[src/rtl/sec_timer_pkg.sv]
package sec_timer_pkg;
    localparam int DATA_W      = 32;
    localparam int ADDR_W      = 3;
    localparam int MATCH_BIT   = 0;
    localparam int TICK_BIT    = 1;
    localparam int EN_SHIFT    = 16;
    localparam int RESTART_BIT = 18;

    typedef enum logic [ADDR_W-1:0] {
        REG_MODE   = 3'd0,
        REG_MATCH  = 3'd1,
        REG_COUNT  = 3'd2,
        REG_STATUS = 3'd3,
        REG_BACKUP = 3'd4
    } reg_sel_e;

    typedef enum logic [1:0] {
        EDGE_ARM  = 2'd0,
        EDGE_LOW  = 2'd1,
        EDGE_HIGH = 2'd2
    } edge_state_e;
endpackage

[src/rtl/sec_slow_sync.sv]
module sec_slow_sync
    import sec_timer_pkg::*;
#(
    parameter int STAGES = 2
) (
    input  logic clk,
    input  logic rst_n,
    input  logic slow_in,
    output logic edge_pulse
);
    logic [STAGES-1:0] sync_q;
    logic              level;
    edge_state_e       state_q, state_d;

    always_ff @(posedge clk or negedge rst_n) begin
        if (!rst_n) sync_q <= '0;
        else        sync_q <= {sync_q[STAGES-2:0], slow_in};
    end

    assign level = sync_q[STAGES-1];

    // state register
    always_ff @(posedge clk or negedge rst_n) begin
        if (!rst_n) state_q <= EDGE_ARM;
        else        state_q <= state_d;
    end

    // next state and output
    always_comb begin
        state_d    = state_q;
        edge_pulse = 1'b0;
        unique case (state_q)
            EDGE_ARM:  if (!level) state_d = EDGE_LOW;
            EDGE_LOW:  if (level) begin
                           state_d    = EDGE_HIGH;
                           edge_pulse = 1'b1;
                       end
            EDGE_HIGH: if (!level) state_d = EDGE_LOW;
            default:   state_d = EDGE_ARM;
        endcase
    end
endmodule

[src/rtl/sec_divider.sv]
module sec_divider #(
    parameter int PRESC_W = 16
) (
    input  logic               clk,
    input  logic               rst_n,
    input  logic               edge_pulse,
    input  logic               restart,
    input  logic [PRESC_W-1:0] presc,
    output logic               tick
);
    localparam int DIV_W = PRESC_W + 1;

    logic [DIV_W-1:0] div_q;
    logic [DIV_W-1:0] limit;
    logic [DIV_W-1:0] last;

    // zero in the field stands for the full 2**PRESC_W ratio
    assign limit = (presc == '0) ? {1'b1, {PRESC_W{1'b0}}} : {1'b0, presc};
    assign last  = limit - 1'b1;
    assign tick  = edge_pulse && !restart && (div_q == last);

    always_ff @(posedge clk or negedge rst_n) begin
        if (!rst_n)          div_q <= '0;
        else if (restart)    div_q <= '0;
        else if (edge_pulse) div_q <= (div_q == last) ? '0 : div_q + 1'b1;
    end
endmodule

[src/rtl/sec_count_core.sv]
module sec_count_core #(
    parameter int CNT_W = 32
) (
    input  logic             clk,
    input  logic             rst_n,
    input  logic             tick,
    input  logic             clear,
    input  logic [CNT_W-1:0] match_val,
    input  logic             flag_clr,
    output logic [CNT_W-1:0] count,
    output logic             match_flag,
    output logic             tick_flag
);
    logic [CNT_W-1:0] next_cnt;
    logic             hit;

    assign next_cnt = count + 1'b1;
    assign hit      = tick && (match_val != '1) && (next_cnt == match_val);

    always_ff @(posedge clk or negedge rst_n) begin
        if (!rst_n)     count <= '0;
        else if (clear) count <= '0;
        else if (tick)  count <= next_cnt;
    end

    always_ff @(posedge clk or negedge rst_n) begin
        if (!rst_n) begin
            match_flag <= 1'b0;
            tick_flag  <= 1'b0;
        end else begin
            match_flag <= (match_flag && !flag_clr) || hit;
            tick_flag  <= (tick_flag && !flag_clr) || tick;
        end
    end
endmodule

[src/rtl/sec_alarm_timer.sv]
module sec_alarm_timer
    import sec_timer_pkg::*;
#(
    parameter int PRESC_W     = 16,
    parameter int SYNC_STAGES = 2,
    parameter int PRESC_RESET = 32768
) (
    input  logic              clk,
    input  logic              rst_n,
    input  logic              slow_clk,
    input  logic              bus_wr,
    input  logic              bus_rd,
    input  logic [ADDR_W-1:0] bus_addr,
    input  logic [DATA_W-1:0] bus_wdata,
    output logic [DATA_W-1:0] bus_rdata,
    output logic              irq
);
    logic               edge_pulse;
    logic               div_tick;
    logic               mode_wr;
    logic               cnt_clear;
    logic               status_rd;
    logic [PRESC_W-1:0] presc_q;
    logic               match_en_q;
    logic               tick_en_q;
    logic [DATA_W-1:0]  match_q;
    logic [DATA_W-1:0]  backup_q;
    logic [DATA_W-1:0]  cnt_value;
    logic               match_flag;
    logic               tick_flag;
    logic [DATA_W-1:0]  rd_mux;
    logic [DATA_W-1:0]  unused_wbits;

    assign mode_wr   = bus_wr && (bus_addr == REG_MODE);
    assign cnt_clear = mode_wr && bus_wdata[RESTART_BIT];
    assign status_rd = bus_rd && (bus_addr == REG_STATUS);
    assign unused_wbits = bus_wdata;

    sec_slow_sync #(.STAGES(SYNC_STAGES)) i_sync (
        .clk        (clk),
        .rst_n      (rst_n),
        .slow_in    (slow_clk),
        .edge_pulse (edge_pulse)
    );

    sec_divider #(.PRESC_W(PRESC_W)) i_div (
        .clk        (clk),
        .rst_n      (rst_n),
        .edge_pulse (edge_pulse),
        .restart    (mode_wr),
        .presc      (presc_q),
        .tick       (div_tick)
    );

    sec_count_core #(.CNT_W(DATA_W)) i_core (
        .clk        (clk),
        .rst_n      (rst_n),
        .tick       (div_tick),
        .clear      (cnt_clear),
        .match_val  (match_q),
        .flag_clr   (status_rd),
        .count      (cnt_value),
        .match_flag (match_flag),
        .tick_flag  (tick_flag)
    );

    always_ff @(posedge clk or negedge rst_n) begin
        if (!rst_n) begin
            presc_q    <= PRESC_W'(PRESC_RESET);
            match_en_q <= 1'b0;
            tick_en_q  <= 1'b0;
            match_q    <= '1;
            backup_q   <= '0;
        end else if (bus_wr) begin
            unique case (bus_addr)
                REG_MODE: begin
                    presc_q    <= bus_wdata[PRESC_W-1:0];
                    match_en_q <= bus_wdata[EN_SHIFT + MATCH_BIT];
                    tick_en_q  <= bus_wdata[EN_SHIFT + TICK_BIT];
                end
                REG_MATCH:  match_q  <= bus_wdata;
                REG_BACKUP: backup_q <= bus_wdata;
                default: ;
            endcase
        end
    end

    always_comb begin
        rd_mux = '0;
        unique case (bus_addr)
            REG_MODE: begin
                rd_mux[PRESC_W-1:0]          = presc_q;
                rd_mux[EN_SHIFT + MATCH_BIT] = match_en_q;
                rd_mux[EN_SHIFT + TICK_BIT]  = tick_en_q;
            end
            REG_MATCH:  rd_mux = match_q;
            REG_COUNT:  rd_mux = cnt_value;
            REG_STATUS: begin
                rd_mux[MATCH_BIT] = match_flag;
                rd_mux[TICK_BIT]  = tick_flag;
            end
            REG_BACKUP: rd_mux = backup_q;
            default:    rd_mux = '0;
        endcase
    end

    always_ff @(posedge clk or negedge rst_n) begin
        if (!rst_n)      bus_rdata <= '0;
        else if (bus_rd) bus_rdata <= rd_mux;
    end

    assign irq = (match_flag && match_en_q) || (tick_flag && tick_en_q);
endmodule

[config.mk]
export PLATFORM = sky130hd
export DESIGN_NAME = sec_alarm_timer
export DESIGN_NICKNAME = d
export VERILOG_FILES = /design/src/rtl/sec_timer_pkg.sv /design/src/rtl/sec_slow_sync.sv /design/src/rtl/sec_divider.sv /design/src/rtl/sec_count_core.sv /design/src/rtl/sec_alarm_timer.sv
export SDC_FILE = /design/constraint.sdc
export NUM_CORES = 1
export LEC_CHECK = 0
export ABC_AREA = 1
export CORE_MARGIN = 2
export CORE_UTILIZATION = 60
export DETAILED_ROUTE_END_ITERATION = 12
export DONT_BUFFER_PORTS = 1
export PLACE_DENSITY_LB_ADDON = 0.1
export SETUP_SLACK_MARGIN = 0.05
export SYNTH_ARGS = -nofsm -noshare
export SYNTH_HDL_FRONTEND = slang
export SYNTH_SLANG_ARGS = --single-unit
export TNS_END_PERCENT = 1
[constraint.sdc]
create_clock -name clk -period 3.05 [get_ports clk]
set_clock_uncertainty 0.05 [all_clocks]
set_input_delay 0.61 -clock clk [delete_from_list [all_inputs] [get_ports clk]]
set_output_delay 0.61 -clock clk [all_outputs]
set_load 0.01 [all_outputs]
==> summary.txt <==
Run status
  • Status: finished, violations left
  • Failing checks: hold timing

Finish
  • Final net count: between 1000 and 1500
  • Syn-to-layout area delta: 8.43%
  • Filler Cell Count: ~1500
  • Share of cells above drive strength 1: between 10% and 20%
  • Area of the multi-input gates: slightly below 0.005 mm^2
  • Ant diodes: 0
  • Commonest non-fill, non-tap cell in the layout: nand2_1
  • Util after Layout: about two thirds
  • Final Cell Area: 0.0108 mm^2
  • Most frequent cells in the layout: 469 x nand2_1, 149 x inv_1, 136 x dfrtp_1, 108 x nand3_1, 96 x o21ai_0
  • Final cell count without fillers: roughly 1600
  • Reg area: about 0.0043 mm^2

Clocking
  • # clock sinks: approximately 170
  • Maximum clock insertion buffer count: 2
  • Clock transition at path regs: ~0.08 ns
  • H-tree depth: 4
  • TritonCTS clock tree: yes
  • Clk Latency, worst-skew pair: ~0.44 ns
  • Postcts setup bufs: 0
  • Num CTS Buffers: 17
  • # resized after CTS: 0
  • Clock root buffer: clkbuf_16

Timing
  • RSZ-0062 raised after global routing: no
  • Final min period: 2.66 ns
  • Fmax: 375 MHz
  • Max Slew Vio Count: 0
  • Rel. slew slack: between 30% and 40%
  • Setup TNS: 0 ns
  • Final hold vios: 140
  • # setup viols final: 0
  • Worst hold slack: -0.193 ns
  • Post-route clock period utilization: around 87%
  • Measured slew at the worst slew-check pin: around 0.98 ns

Logic synthesis
  • Synthesis Warnings: 0
  • Avg Synthesized Cell Area: 7.35 um^2
  • Post-synth ARST share: 100%
  • Top_reg_cell synth: dfrtp_1
  • Synth Cell Area: a little under 0.01 mm^2
  • Mapped Nets: roughly 1400
  • Library cells used by synthesis: between 40 and 50
  • Cells after Synth: around 1400
  • Yosys reg bits: between 150 and 200
  • Post-synth EDFFs: 0
  • Sequential share of the synthesized area: a little over two fifths

Place
  • Post-detailed-placement half-perimeter wirelength: 21700 um
  • Cells after DPL: around 1500
  • Number of port buffers: 0
  • GPL Wtd Cong: a little over 1
  • Placed Area: slightly above 0.01 mm^2

Pwr
  • Power Total: between 6 and 7 mW
  • Peak supply drop: 0.485 mV
  • Pwr/cell area: between 500 and 600 mW/mm^2
  • LEAKAGE: 5.17 nW

Critical path
  • Crit path max fanout: 14
  • Crit Path Class: register to register
  • CP Capture Type: register
  • CP Data Arrival Time: about 2.9 ns
  • Worst path required time: roughly 3.3 ns
  • Startpoint types: register

Global routing
  • All-Layer GR Usage: 34.4%
  • Initial antenna violation count: 0
  • Vias in the first global route: 8470
  • First-pass GRT wire length: 46700 um
  • Remaining Overflow, GRT: 0
  • Largest net degree at the start of global routing: 170

Drt
  • DRC: 0
  • Initial DRC Count: ~1100
  • Routed vias/inst: slightly below 6
  • First drt pass iteration count: 5
  • Routed len/inst: 18.6 um
  • Routed via count: ~9000
  • Final wirelength: approximately 30000 um
  • Antenna-violating nets left: 0

Die
  • Ports: 73
  • Vert. Die Dim: between 100 and 150 um
  • DIE AREA: 0.0176 mm^2
  • Core area: roughly 0.016 mm^2
  • Initial Util: 60.6%
  • Width of the die: 133 um
  • Num rows: between 40 and 50

Flow run
  • Max-cap violations: 0

Worst hold path
  • Hold Path Class: primary input to asynchronous set/reset pin
## path summary, 6_finish.rpt
path	startpoint	endpoint	slack, ns	depth (start not counted)
hold reg to reg	i_sync.sync_q[0]	i_sync.sync_q[1]	0.31	0
max in group asynchronous	rst_n	match_q[16]	2.69	0
min in group clk	slow_clk	i_sync.sync_q[0]	0.15	0
hold / removal	rst_n	bus_rdata[6]	-0.19	0
setup / recovery	presc_q[11]	i_div.div_q[3]	0.39	11
setup reg to reg	presc_q[11]	i_div.div_q[3]	0.39	11
## area by class of cell
type	count	area share, %
Multi-Input combinational cell	981	45.5
Sequential cell	169	39.6
Inverter	153	5.33
Clock buffer	17	3.95
Tap cell	220	2.56
Clock inverter	15	1.68
Timing Repair Buffer	16	1.35
## registers in the layout, summed over array words and instances, names as in the netlist
name / count
i_div.div_q: 17
backup_q: 32
i_core.count: 32
i_core.tick_flag: 1
presc_q: 16
bus_rdata: 32
match_q: 32
i_sync.sync_q: 2
tick_en_q: 1
match_en_q: 1
i_sync.state_q: 2
i_core.match_flag: 1
## report_power, final
| part | leakage (nW) | switching (mW) | internal, mW | total [mW] |
|---|---|---|---|---|
| Clock | 0.293 | 1.04 | 1.18 | 2.22 |
| Combinational | 2.72 | 0.656 | 0.419 | 1.07 |
| Sequential | 2.15 | 0.357 | 2.58 | 2.94 |
| Total | 5.17 | 2.06 | 4.17 | 6.23 |
## per-stage QoR
stage / worst slack, ns / hold slack [ns]
floorplan: 0.850 / 0.264
global placement: 0.481 / 0.268
detailed placement: 0.420 / 0.268
CTS: 0.395 / -0.198
global route: 0.105 / -0.207
finish: 0.385 / -0.193
## cell usage after synthesis (8+ instances only)
master	instances	area share, %
o2111ai_1	16	1.4
nor3_1	14	0.71
dfstp_2	33	8.7
nor2_1	96	3.6
nand2_1	471	18
nand4_1	33	2.1
nand3_1	108	5.4
clkbuf_1	36	1.4
nand3b_1	8	0.60
dfrtp_1	136	34
o21ai_0	96	4.8
inv_1	149	5.6
xor2_1	24	2.1
o221ai_1	9	0.79
o21ai_1	14	0.71
xnor2_1	11	0.97
buf_2	9	0.45
mux2_2	32	3.6
## routing by layer
layer | GRT usage [%] | wire length [um] | vias to the layer above
li1 | - | - | 4341
met1 | 52.4 | 13300 | 4366
met2 | 49.8 | 12700 | 406
met3 | 7.89 | 2780 | 32
met4 | 8.78 | 522 | 0
met5 | 0 | 0 | -
## critical path: stages (launching register included)
cell and delay (ns):
dfrtp_1 0.47, nor2_1 0.31, nand2_2 0.15, nor2_8 0.15
nand2_4 0.09, nand2_4 0.09, nand3_2 0.08, xor2_1 0.17
nor2_1 0.10, nand3_1 0.16, o21ai_2 0.54, o21ai_0 0.15
## cells by family after synthesis
family	count (synthesis)	synth area share [%]
and+or+nand+nor	755	32.6
buffers and inverters	202	7.82
DFF	169	43.0
AOI/OAI and AO/OA	154	9.11
xor gates and xnor gates	36	3.31
muxes	32	3.63
adders and majority gates	4	0.504
No activity file was read; power rests on OpenSTA's default activity.
